--- src/rtl/rst_ctrl_pkg.sv ---
package rst_ctrl_pkg;
  localparam int ADDR_W      = 12;
  localparam int DATA_W      = 32;
  localparam int NUM_WORDS   = 2;
  localparam int BANK_BASE   = 'h200;
  localparam int WORD_STRIDE = 'h20;
  localparam int CLR_OFS     = 4;
  localparam int PLAIN_ADDR  = 'h908;

  function automatic logic [ADDR_W-1:0] word_base(input int idx);
    return ADDR_W'(BANK_BASE + idx * WORD_STRIDE);
  endfunction

  function automatic logic [ADDR_W-1:0] word_clr(input int idx);
    return ADDR_W'(BANK_BASE + idx * WORD_STRIDE + CLR_OFS);
  endfunction
endpackage

--- src/rtl/rst_ctrl_decode.sv ---
module rst_ctrl_decode
  import rst_ctrl_pkg::*;
#(
  parameter int AW = ADDR_W,
  parameter int NW = NUM_WORDS
) (
  input  logic [AW-1:0] addr_i,
  input  logic          wr_en_i,
  output logic [NW-1:0] set_en_o,
  output logic [NW-1:0] clr_en_o,
  output logic [NW-1:0] rd_word_o,
  output logic          plain_wr_o,
  output logic          plain_rd_o,
  output logic          rd_hit_o
);
  logic [NW-1:0] hit_set, hit_clr;

  for (genvar g = 0; g < NW; g++) begin : g_dec
    assign hit_set[g]   = (addr_i == AW'(word_base(g)));
    assign hit_clr[g]   = (addr_i == AW'(word_clr(g)));
    assign set_en_o[g]  = wr_en_i & hit_set[g];
    assign clr_en_o[g]  = wr_en_i & hit_clr[g];
    assign rd_word_o[g] = hit_set[g] | hit_clr[g];
  end

  assign plain_rd_o = (addr_i == AW'(PLAIN_ADDR));
  assign plain_wr_o = wr_en_i & plain_rd_o;
  assign rd_hit_o   = plain_rd_o | (|rd_word_o);
endmodule

--- src/rtl/rst_ctrl_word.sv ---
module rst_ctrl_word #(
  parameter int               W         = 32,
  parameter logic [W-1:0]     RSVD_MASK = '0
) (
  input  logic         clk_i,
  input  logic         rst_ni,
  input  logic         set_en_i,
  input  logic         clr_en_i,
  input  logic [W-1:0] wdata_i,
  output logic [W-1:0] q_o
);
  localparam logic [W-1:0] LIVE    = ~RSVD_MASK;
  localparam logic [W-1:0] RST_VAL = LIVE;

  logic [W-1:0] set_m, clr_m, q_d, q_q;

  assign set_m = set_en_i ? wdata_i : '0;
  assign clr_m = clr_en_i ? wdata_i : '0;
  // clear applied last so it wins over a simultaneous set
  assign q_d   = ((q_q | set_m) & ~clr_m) & LIVE;

  always_ff @(posedge clk_i or negedge rst_ni) begin
    if (!rst_ni) q_q <= RST_VAL;
    else         q_q <= q_d;
  end

  assign q_o = q_q;

  a_r2_set_bits: assert property (@(posedge clk_i) disable iff (!rst_ni)
    (set_en_i && !clr_en_i) |=> ((q_q & $past(wdata_i & LIVE)) == $past(wdata_i & LIVE)));

  a_r3_clr_bits: assert property (@(posedge clk_i) disable iff (!rst_ni)
    clr_en_i |=> ((q_q & $past(wdata_i)) == '0));

  a_r2_r3_others_kept: assert property (@(posedge clk_i) disable iff (!rst_ni)
    (set_en_i || clr_en_i) |=> (((q_q ^ $past(q_q)) & ~$past(wdata_i)) == '0));

  a_r8_idle_stable: assert property (@(posedge clk_i) disable iff (!rst_ni)
    (!set_en_i && !clr_en_i) |=> $stable(q_q));

  a_r7_reserved_zero: assert property (@(posedge clk_i) disable iff (!rst_ni)
    (q_q & RSVD_MASK) == '0);
endmodule

--- src/rtl/rst_ctrl_plain.sv ---
module rst_ctrl_plain #(
  parameter int W = 32
) (
  input  logic         clk_i,
  input  logic         rst_ni,
  input  logic         wr_en_i,
  input  logic [W-1:0] wdata_i,
  output logic [W-1:0] q_o
);
  logic [W-1:0] q_q;

  always_ff @(posedge clk_i or negedge rst_ni) begin
    if (!rst_ni)      q_q <= '0;
    else if (wr_en_i) q_q <= wdata_i;
  end

  assign q_o = q_q;

  a_r6_full_write: assert property (@(posedge clk_i) disable iff (!rst_ni)
    wr_en_i |=> (q_q == $past(wdata_i)));

  a_r8_hold: assert property (@(posedge clk_i) disable iff (!rst_ni)
    !wr_en_i |=> $stable(q_q));
endmodule

--- src/rtl/rst_ctrl_bank.sv ---
module rst_ctrl_bank
  import rst_ctrl_pkg::*;
#(
  parameter int AW = ADDR_W,
  parameter int DW = DATA_W,
  parameter int NW = NUM_WORDS,
  parameter logic [NW*DW-1:0] RSVD_MASK = {32'h0000_0800, 32'h0000_0000}
) (
  input  logic           clk_i,
  input  logic           rst_ni,
  input  logic [AW-1:0]  addr_i,
  input  logic           wr_en_i,
  input  logic [DW-1:0]  wdata_i,
  output logic [DW-1:0]  rdata_o,
  output logic [NW*DW-1:0] rst_o,
  output logic           rst_aux_no
);
  logic [NW-1:0]         set_en, clr_en, rd_word;
  logic                  plain_wr, plain_rd, rd_hit;
  logic [NW-1:0][DW-1:0] word_q;
  logic [DW-1:0]         plain_q;

  rst_ctrl_decode #(.AW(AW), .NW(NW)) i_decode (
    .addr_i     (addr_i),
    .wr_en_i    (wr_en_i),
    .set_en_o   (set_en),
    .clr_en_o   (clr_en),
    .rd_word_o  (rd_word),
    .plain_wr_o (plain_wr),
    .plain_rd_o (plain_rd),
    .rd_hit_o   (rd_hit)
  );

  for (genvar g = 0; g < NW; g++) begin : g_word
    rst_ctrl_word #(
      .W         (DW),
      .RSVD_MASK (RSVD_MASK[g*DW +: DW])
    ) i_word (
      .clk_i    (clk_i),
      .rst_ni   (rst_ni),
      .set_en_i (set_en[g]),
      .clr_en_i (clr_en[g]),
      .wdata_i  (wdata_i),
      .q_o      (word_q[g])
    );
    assign rst_o[g*DW +: DW] = word_q[g];

    a_r5_alias_read: assert property (@(posedge clk_i) disable iff (!rst_ni)
      (addr_i == AW'(word_clr(g))) |-> (rdata_o == word_q[g]));
  end

  rst_ctrl_plain #(.W(DW)) i_plain (
    .clk_i   (clk_i),
    .rst_ni  (rst_ni),
    .wr_en_i (plain_wr),
    .wdata_i (wdata_i),
    .q_o     (plain_q)
  );

  assign rst_aux_no = plain_q[0];

  always_comb begin
    rdata_o = '0;
    for (int i = 0; i < NW; i++)
      if (rd_word[i]) rdata_o = word_q[i];
    if (plain_rd) rdata_o = plain_q;
  end

  a_r8_unmapped_zero: assert property (@(posedge clk_i) disable iff (!rst_ni)
    !rd_hit |-> (rdata_o == '0));

  a_r8_one_target: assert property (@(posedge clk_i) disable iff (!rst_ni)
    $onehot0({set_en, clr_en, plain_wr}));
endmodule

--- config.mk ---
export PLATFORM = sky130hd
export DESIGN_NAME = rst_ctrl_bank
export DESIGN_NICKNAME = d
export VERILOG_FILES = /design/src/rtl/rst_ctrl_pkg.sv /design/src/rtl/rst_ctrl_decode.sv /design/src/rtl/rst_ctrl_word.sv /design/src/rtl/rst_ctrl_plain.sv /design/src/rtl/rst_ctrl_bank.sv
export SDC_FILE = /design/constraint.sdc
export NUM_CORES = 1
export LEC_CHECK = 0
export CAP_MARGIN = 20
export CORE_ASPECT_RATIO = 0.75
export CORE_MARGIN = 5
export CORE_UTILIZATION = 40
export CTS_CLUSTER_SIZE = 25
export DETAILED_ROUTE_END_ITERATION = 16
export DONT_BUFFER_PORTS = 1
export GPL_ROUTABILITY_DRIVEN = 0
export HOLD_SLACK_MARGIN = 0.03
export MAX_ROUTING_LAYER = met4
export PLACE_DENSITY = 0.56
export SYNTH_ARGS = -nofsm -noshare
export SYNTH_HDL_FRONTEND = slang
export SYNTH_HIERARCHICAL = 1
export SYNTH_SLANG_ARGS = --single-unit
--- constraint.sdc ---
create_clock -name clk_i -period 3.2 [get_ports clk_i]
set_input_delay 0.16 -clock clk_i [delete_from_list [all_inputs] [get_ports clk_i]]
set_output_delay 0.16 -clock clk_i [all_outputs]
set_load 0.03 [all_outputs]
==> results of run 1 <==
-- area by class of cell --
class,instances,area [um^2],share of cell area
sequential,95,2456,0.4287
multi-input combinational,303,2038,0.3558
tap,162,202.7,0.03538
inverter,2,7.507,0.001310
clock buffer,11,242.7,0.04237
clock inverter,5,81.33,0.01420
timing repair buffer,78,700.7,0.1223
-- metrics by stage --
stage	hold WS, ns	total power [uW]
2_1_floorplan	-0.1356	1257
3_3_place_gp	-0.1309	1260
3_5_place_dp	-0.1314	1261
4_1_cts	0.07312	2540
5_1_grt	0.08879	2596
6_report	0.08274	2492
-- timing repair --
action	CTS	global route
gates resized for setup	0	0
endpoints found under the hold margin	190	0
hold buffers	34	0
-- critical path: stages --
cell and delay, ns:
or4b_1 0.51, or4b_4 0.64, nor2_4 0.13, buf_4 0.32
a21oi_1 0.11, a21oi_1 0.18, buf_4 0.18
-- per-layer routing --
metal	vias up	wire [um]
met5	-	0
li1	1670	-
met1	1744	5754
met2	128	5743
met3	16	864
met4	0	164
-- state kept, by name (all words and copies together), names as in the netlist --
register / flops
i_plain/q_o: 32
g_word.i_word/q_o: 63
-- worst max path at each step --
stage	end	slack, ns
CTS	rdata_o[17]	0.80
finish	rdata_o[17]	0.79
global route	rdata_o[14]	0.64
floorplan	rdata_o[10]	0.74
detailed placement	g_word[0].i_word/q_o[5]$_DFF_PN1_	0.63
global placement	g_word[0].i_word/q_o[5]$_DFF_PN1_	0.68
-- cell usage in the layout (no fill, tap or decap), drive strengths merged --
cell and n:
nor2 4, dfstp 63, buf 45, nor3 3
conb 1, mux2 32, nor4 3, dfrtp 32
nor2b 32, nand3b 32, clkinv 2, or3 1
clkbuf 11, dlygate4sd3 33, inv 2, clkinvlp 1
bufinv 2, nand4b 1, a21oi 190, nand2 2
or4b 2
-- power by group --
group          internal (uW)  switching [uW]
combinational           38.2            61.4
sequential              1210            12.1
clock                    707             460
total                   1960             534
==> flow_metrics.tcl, run 1 <==
set metrics [dict create \
    met2_usage 0.2643 \
    fin_crit_sh 0.7542 \
    dieArea_um2 14230 \
    routed_wl_um 12530 \
    worstRegToRegCells 2 \
    maxSlewHeadroom 0.5456 \
    drt-initial-drc-count 272 \
    grt-busiest-layer "met2" \
    syn_area_um2 4771 \
    critPathArrivalTime_ns 2.25 \
    maxSlewViolCount 0 \
    p_per_area_nw_per_um2 435.0 \
    n_antenna_cell 0 \
    numCtsBuffers 9 \
    hp-start "addr_i[5]" \
    drive_above_1_share 0.3320 \
    io_pins 144 \
    area_growth_pct 20.09 \
    crit_start "addr_i[8]" \
    grtUsageTotal 0.1798 \
    max-clock-path-buffers 2 \
    ant_nets 0 \
    dp.cells 606 \
    numClockSinks 95 \
    fin_setup_tns_ns 0 \
    syn_inst 435 \
    syn_nets 482 \
    hp-class "input pin to register" \
    gr-total-overflow 0 \
    first_pass_iters 4 \
    final_cells 656 \
    start_util 0.4093 \
    ir_drop_v 0.0002494 \
    dp_hpwl_um 7974 \
    hold_viol 0 \
    status "finished, final reports clean" \
    max_freq_mhz 414.3 \
    dieHeight_um 104.6 \
    use_met3 0.05091 \
    drc_errors 0 \
    worst_pin_slew_ns 0.6800 \
    grt_pass1_vias 3577 \
    row_count 34 \
    syn_area_per_cell_um2 10.97 \
    r2r_end "g_word[1].i_word/q_o[0]$_DFF_PN1_" \
    post_cts_buffers 0 \
    p_leak_uw 0.002348 \
    coreArea_um2 11660 \
    min_path_cells 2 \
    r2r_setup_slack_ns 2.24 \
    cap_violations 0 \
    fin_util 0.4915 \
    required_ns 3.04 \
    ys_warn_count 6 \
    start_kind "input pin" \
    cts.clk_slew.worst_paths_ns 0.06 \
    grt_antenna_before_repair 0 \
    final_cell_area_um2 5729 \
    r2r_start "g_word[1].i_word/q_o[0]$_DFF_PN1_" \
    crit_path_max_fanout 38 \
    nets 536 \
    setup_viol 0 \
    rsz0062_at_grt "false" \
    min_period_ns 2.414 \
    dpl_cell_area_um2 5047 \
    crit_path_end_kind "output pin" \
    wire_per_inst_um 19.09 \
    htreeDepth 3 \
    io_buffers 0 \
    path_class "input pin to output pin" \
    grt_pass1_wl_um 19970 \
    finClkSkew_ns 0 \
    cts_root_buf "clkbuf_16" \
    n_fill_cell 1087 \
    grtUsageMet1 0.2441 \
    dieWidth_um 136.1 \
    dpl_worst_slack_ns 0.6275 \
    grt_start_max_net_pins 96 \
    hold-path-endpoint "g_word[0].i_word/q_o[30]$_DFF_PN1_" \
    vias 3558 \
    clk-insertion-delay-late_ns 0.33 \
    viasPerCell 5.424 \
    cts_tree "done" \
    final.setup.worst_slack_ns 0.7864 \
]
(Power assumes the default switching activity.)
==> inputs of run 2 (changes only) <==
==> constraint.sdc (replaced) <==
create_clock -name clk_i -period 2.3 [get_ports clk_i]
set_input_delay 0.115 -clock clk_i [delete_from_list [all_inputs] [get_ports clk_i]]
set_output_delay 0.115 -clock clk_i [all_outputs]
set_load 0.03 [all_outputs]
==> flow_metrics.tcl, run 2 (synthesized netlist as in run 1, its figures left out) <==
set metrics [dict create \
    slowest_delay_ns 0.60 \
    n_antenna_cell 0 \
    max-clock-path-buffers 2 \
    first_pass_iters 4 \
    crit_chain "or4b_1 > or4b_4 > nor2_2 > buf_4 > nand3b_1 > a21oi_2 > buf_4" \
    start_util 0.4093 \
    p_per_area_nw_per_um2 577.2 \
    hold_buffers 34 \
    hp-class "input pin to register" \
    ant_nets 0 \
    setup_viol 0 \
    cts_root_buf "clkbuf_16" \
    fin_util 0.5073 \
    cts.clk_slew.worst_paths_ns 0.07 \
    io_buffers 0 \
    cts-resized-gates 0 \
    min_path_cells 3 \
    status "finished, final reports clean" \
    dieHeight_um 104.6 \
    grtUsageTotal 0.1848 \
    drc_errors 0 \
    timing.hold.ws_ns 0.1401 \
    layout_commonest_cell "a21oi_1" \
    gr-total-overflow 0 \
    dp_hpwl_um 8476 \
    fin_crit_sh 0.9566 \
    dpl_cell_area_um2 5243 \
    p_leak_uw 0.002381 \
    hold_viol 0 \
    cpMostUsedCell "buf_4" \
    seq_area_um2 2456 \
    vias 3615 \
    final_cell_area_um2 5913 \
    coreArea_um2 11660 \
    worstRegToRegCells 1 \
    row_count 34 \
    crit_path_end_kind "output pin" \
    required_ns 2.18 \
    final_cell_mix "a21oi_1, dfstp_2, buf_4" \
    viasPerCell 5.469 \
    grt_pass1_vias 3730 \
    fin_setup_tns_ns 0 \
    min_period_ns 2.200 \
    numCtsBuffers 9 \
    crit_path_max_fanout 17 \
    post_cts_buffers 0 \
    cpMaxStageDelayCell "or4b_4" \
    ir_drop_v 0.0002954 \
    routed_wl_um 12840 \
    numClockSinks 95 \
    dieArea_um2 14230 \
    grt_start_max_net_pins 96 \
    dieWidth_um 136.1 \
    htreeDepth 3 \
    clk-insertion-delay-late_ns 0.33 \
    power.total_uw 3413 \
    finClkSkew_ns 0 \
    max_freq_mhz 454.5 \
    maxSlewViolCount 0 \
    cts_tree "done" \
    drive_above_1_share 0.4028 \
    grt_pass1_wl_um 20450 \
    critPathArrivalTime_ns 2.09 \
    grt_antenna_before_repair 0 \
    start_kind "input pin" \
    area_growth_pct 23.94 \
    nets 541 \
    io_pins 144 \
    wire_per_inst_um 19.42 \
    path_class "input pin to output pin" \
    multi_input_area_um2 2158 \
    cap_violations 0 \
    n_fill_cell 1055 \
    largest_reg_flops 63 \
    drt-initial-drc-count 172 \
    rsz0062_at_grt "false" \
]
-- run 2: cell types whose count changed in the layout (fill, tap and decap cells not counted) --
cell        before  now
a21oi_1        190  158
a21oi_2          0   32
buf_12           1    4
buf_4           43   45
clkinv_2         1    3
clkbuf_8         1    0
clkinv_4         1    0
clkinvlp_4       1    0
inv_6            0    1
-- run 2: worst max-delay path, delay by kind of cell --
kind / cells / cell delay (ns)
simple gates: 4 / 1.38
compound gates: 1 / 0.14
buf+inv: 2 / 0.44
-- run 2: final cells by class --
cell class | instances | area share
inverter | 2 | 0.001270
timing repair buffer | 83 | 0.1312
tap | 162 | 0.03428
multi-input combinational | 303 | 0.3650
sequential | 95 | 0.4154
clock inverter | 6 | 0.01418
clock buffer | 10 | 0.03872
-- run 2: path summary, 6_finish.rpt --
check,startpoint,endpoint,slack (ns)
setup reg to reg,i_plain/q_o[0]$_DFFE_PN0P_,i_plain/q_o[0]$_DFFE_PN0P_,1.35
setup / recovery,addr_i[8],rdata_o[31],0.1
max in group asynchronous,rst_ni,g_word[0].i_word/q_o[20]$_DFF_PN1_,1.52
hold reg to reg,i_plain/q_o[31]$_DFFE_PN0P_,i_plain/q_o[31]$_DFFE_PN0P_,0.51
min in group asynchronous,rst_ni,i_plain/q_o[1]$_DFFE_PN0P_,0.37
hold / removal,addr_i[5],g_word[0].i_word/q_o[23]$_DFF_PN1_,0.14
-- run 2: routing by layer --
layer	wire (um)	GRT usage	up-vias
met2	5947	0.2781	135
met4	78	0.03885	0
met3	1071	0.05668	13
met1	5738	0.2479	1798
met5	0	-	-
li1	-	-	1669
-- run 2: power breakdown --
part | switching (uW) | internal, uW
clock network | 618 | 951
logic | 85.4 | 53.3
registers | 16.9 | 1690
total | 721 | 2690
-- run 2: stage by stage --
stage,setup WS (ns),cells
2_1_floorplan,0.06944,435
3_3_place_gp,0.1396,611
3_5_place_dp,0.06400,611
4_1_cts,0.1070,661
5_1_grt,0.007334,661
6_report,0.09993,661
==> inputs of run 3 (changes only) <==
--- a/config.mk
+++ b/config.mk
@@ -6,9 +6,10 @@
 export NUM_CORES = 1
 export LEC_CHECK = 0
 export CAP_MARGIN = 20
-export CORE_ASPECT_RATIO = 0.75
+export CORE_ASPECT_RATIO = 0.5
 export CORE_MARGIN = 5
 export CORE_UTILIZATION = 40
+export CTS_CLUSTER_DIAMETER = 80
 export CTS_CLUSTER_SIZE = 25
 export DETAILED_ROUTE_END_ITERATION = 16
 export DONT_BUFFER_PORTS = 1
@@ -16,6 +17,7 @@
 export HOLD_SLACK_MARGIN = 0.03
 export MAX_ROUTING_LAYER = met4
 export PLACE_DENSITY = 0.56
+export SLEW_MARGIN = 20
 export SYNTH_ARGS = -nofsm -noshare
 export SYNTH_HDL_FRONTEND = slang
 export SYNTH_HIERARCHICAL = 1
==> flow_metrics.tcl, run 3 (synthesized netlist as in run 1, its figures left out) <==
set metrics [dict create \
    path_class "input pin to output pin" \
    numClockSinks 95 \
    r2r_end "g_word[1].i_word/q_o[16]$_DFF_PN1_" \
    crit_path_end_kind "output pin" \
    n_antenna_cell 0 \
    min_period_ns 2.215 \
    timing.critical_path.buf_inv 2 \
    largest_reg_flops 63 \
    grtUsageTotal 0.1852 \
    nets 540 \
    gr-total-overflow 0 \
    hold_viol 0 \
    cts_root_buf "clkbuf_16" \
    htreeDepth 3 \
    setup_viol 0 \
    power_frac_comb 0.039 \
    io_buffers 0 \
    critPathArrivalTime_ns 2.10 \
    layout_commonest_cell "a21oi_1" \
    vias 3554 \
    p_clk_frac 0.470 \
    hp-class "input pin to register" \
    status "finished, final reports clean" \
    ir_drop_v 0.0003576 \
    start_kind "input pin" \
    grt_start_max_net_pins 96 \
    coreArea_um2 11740 \
    grt_pass1_wl_um 20020 \
    p_seq_frac 0.490 \
    maxSlewViolCount 0 \
    worstRegToRegCells 2 \
    crit_start "addr_i[8]" \
    sw_frac_of_total 0.2218 \
    ant_nets 0 \
    dp_hpwl_um 7912 \
    dieArea_um2 14340 \
    max-clock-path-buffers 2 \
    cp_top_family "simple AND/OR/NAND/NOR gates" \
    first_pass_iters 4 \
    clk-insertion-delay-late_ns 0.33 \
    row_count 28 \
    r2r_setup_slack_ns 1.33 \
    cts.clk_slew.worst_paths_ns 0.08 \
    cp.depth 7 \
    slowest_delay_ns 0.57 \
    viasPerCell 5.360 \
    p_sw_uw 770.9 \
    crit_end "rdata_o[10]" \
    dpl_cell_area_um2 5279 \
    crit_path_max_fanout 24 \
    numCtsBuffers 9 \
    drc_errors 0 \
    wire_per_inst_um 19.89 \
    grt_antenna_before_repair 0 \
    r2r_start "g_word[1].i_word/q_o[16]$_DFF_PN1_" \
    cts_tree "done" \
    internal_power_uw 2705 \
    fin_setup_tns_ns 0 \
    fin_crit_sh 0.9631 \
    dieHeight_um 87.23 \
    io_pins 144 \
    p_per_area_nw_per_um2 580.0 \
    routed_wl_um 13190 \
    start_util 0.4065 \
    required_ns 2.18 \
    drt-initial-drc-count 155 \
    p_leak_uw 0.002393 \
    max_freq_mhz 451.5 \
    finClkSkew_ns 0 \
    grt_pass1_vias 3562 \
    rsz0062_at_grt "false" \
    drive_above_1_share 0.4016 \
    final_cell_area_um2 5993 \
    cpMaxStageDelayCell "or4b_4" \
    final_cell_mix "a21oi_1, dfstp_2, buf_4" \
    cap_violations 0 \
    dieWidth_um 164.4 \
    crit_chain "or4b_1 > or4b_4 > nor2_4 > buf_12 > a21oi_1 > a21oi_2 > buf_4" \
    area_growth_pct 25.62 \
]
==> run 3: changes by cell type in the layout (fill, tap and decap cells not counted), sizes merged <==
cell	before	now
buf	50	48
clkbuf	10	11
inv	3	5
clkinv	3	1
==> run 3: routing by layer <==
metal  track usage  routed length (um)  up-vias
met5             -                   0        -
met4       0.04302                  87        0
met3       0.04823                 835        7
met2        0.2912                6222      105
met1        0.2430                6040     1771
li1              -                   -     1671
==> run 3: layout make-up <==
cell class              count  area (um^2)
fillers                  1062         5743
multi-input cells         303         2163
inverters                   2        7.507
flip-flops and latches     95         2456
clock buffers              10        229.0
clock inverters             6        91.34
well taps                 165        206.4
repair buffers             82        839.6
==> run 3: worst min path at each step <==
stage          startpoint                                 end  slack, ns  cells past startpoint
2_1_floorplan      rst_ni          i_plain/q_o[0]$_DFFE_PN0P_      -0.18                      0
3_3_place_gp       rst_ni         i_plain/q_o[22]$_DFFE_PN0P_      -0.18                      0
3_5_place_dp       rst_ni         i_plain/q_o[22]$_DFFE_PN0P_      -0.18                      0
4_1_cts         addr_i[5]  g_word[0].i_word/q_o[18]$_DFF_PN1_       0.12                      4
5_1_grt         addr_i[5]  g_word[0].i_word/q_o[18]$_DFF_PN1_       0.12                      4
6_report        addr_i[5]  g_word[0].i_word/q_o[18]$_DFF_PN1_       0.14                      4
==> run 3: repair_timing <==
| action | in CTS | in global routing |
|---|---|---|
| hold buffers | 34 | 0 |
| setup buffers | 0 | 1 |
| endpoints found under the setup margin | 0 | 15 |
| resized for setup | 0 | 1 |
| endpoints found under the hold margin | 190 | 0 |
==> run 3: power groups by stage <==
stage | registers (uW) | logic, uW | clock network [uW]
finish | 1700 | 137 | 1640
global route | 1700 | 153 | 1770
CTS | 1700 | 140 | 1690
detailed placement | 1730 | 23.2 | 0
global placement | 1730 | 22.7 | 0
floorplan | 1730 | 20.1 | 0
==> run 3: tightest hold or removal path: cells and delay by family <==
kind,cells,cell delay (ns)
AO/OA/AOI/OAI,2,0.18
buffers and inverters,1,0.15
AND/OR/NAND/NOR,1,0.03
==> run 3: metrics by stage <==
stage	util	total power, uW	worst slack [ns]	hold slack (ns)	cells
CTS	0.5076	3530	0.04906	0.1213	661
detailed placement	0.4498	1755	0.04918	-0.1777	611
global placement	0.4498	1754	0.06751	-0.1762	611
global route	0.5107	3623	0.01116	0.1203	663
finish	0.5107	3476	0.08498	0.1413	663
floorplan	-	1749	0.06944	-0.1806	435
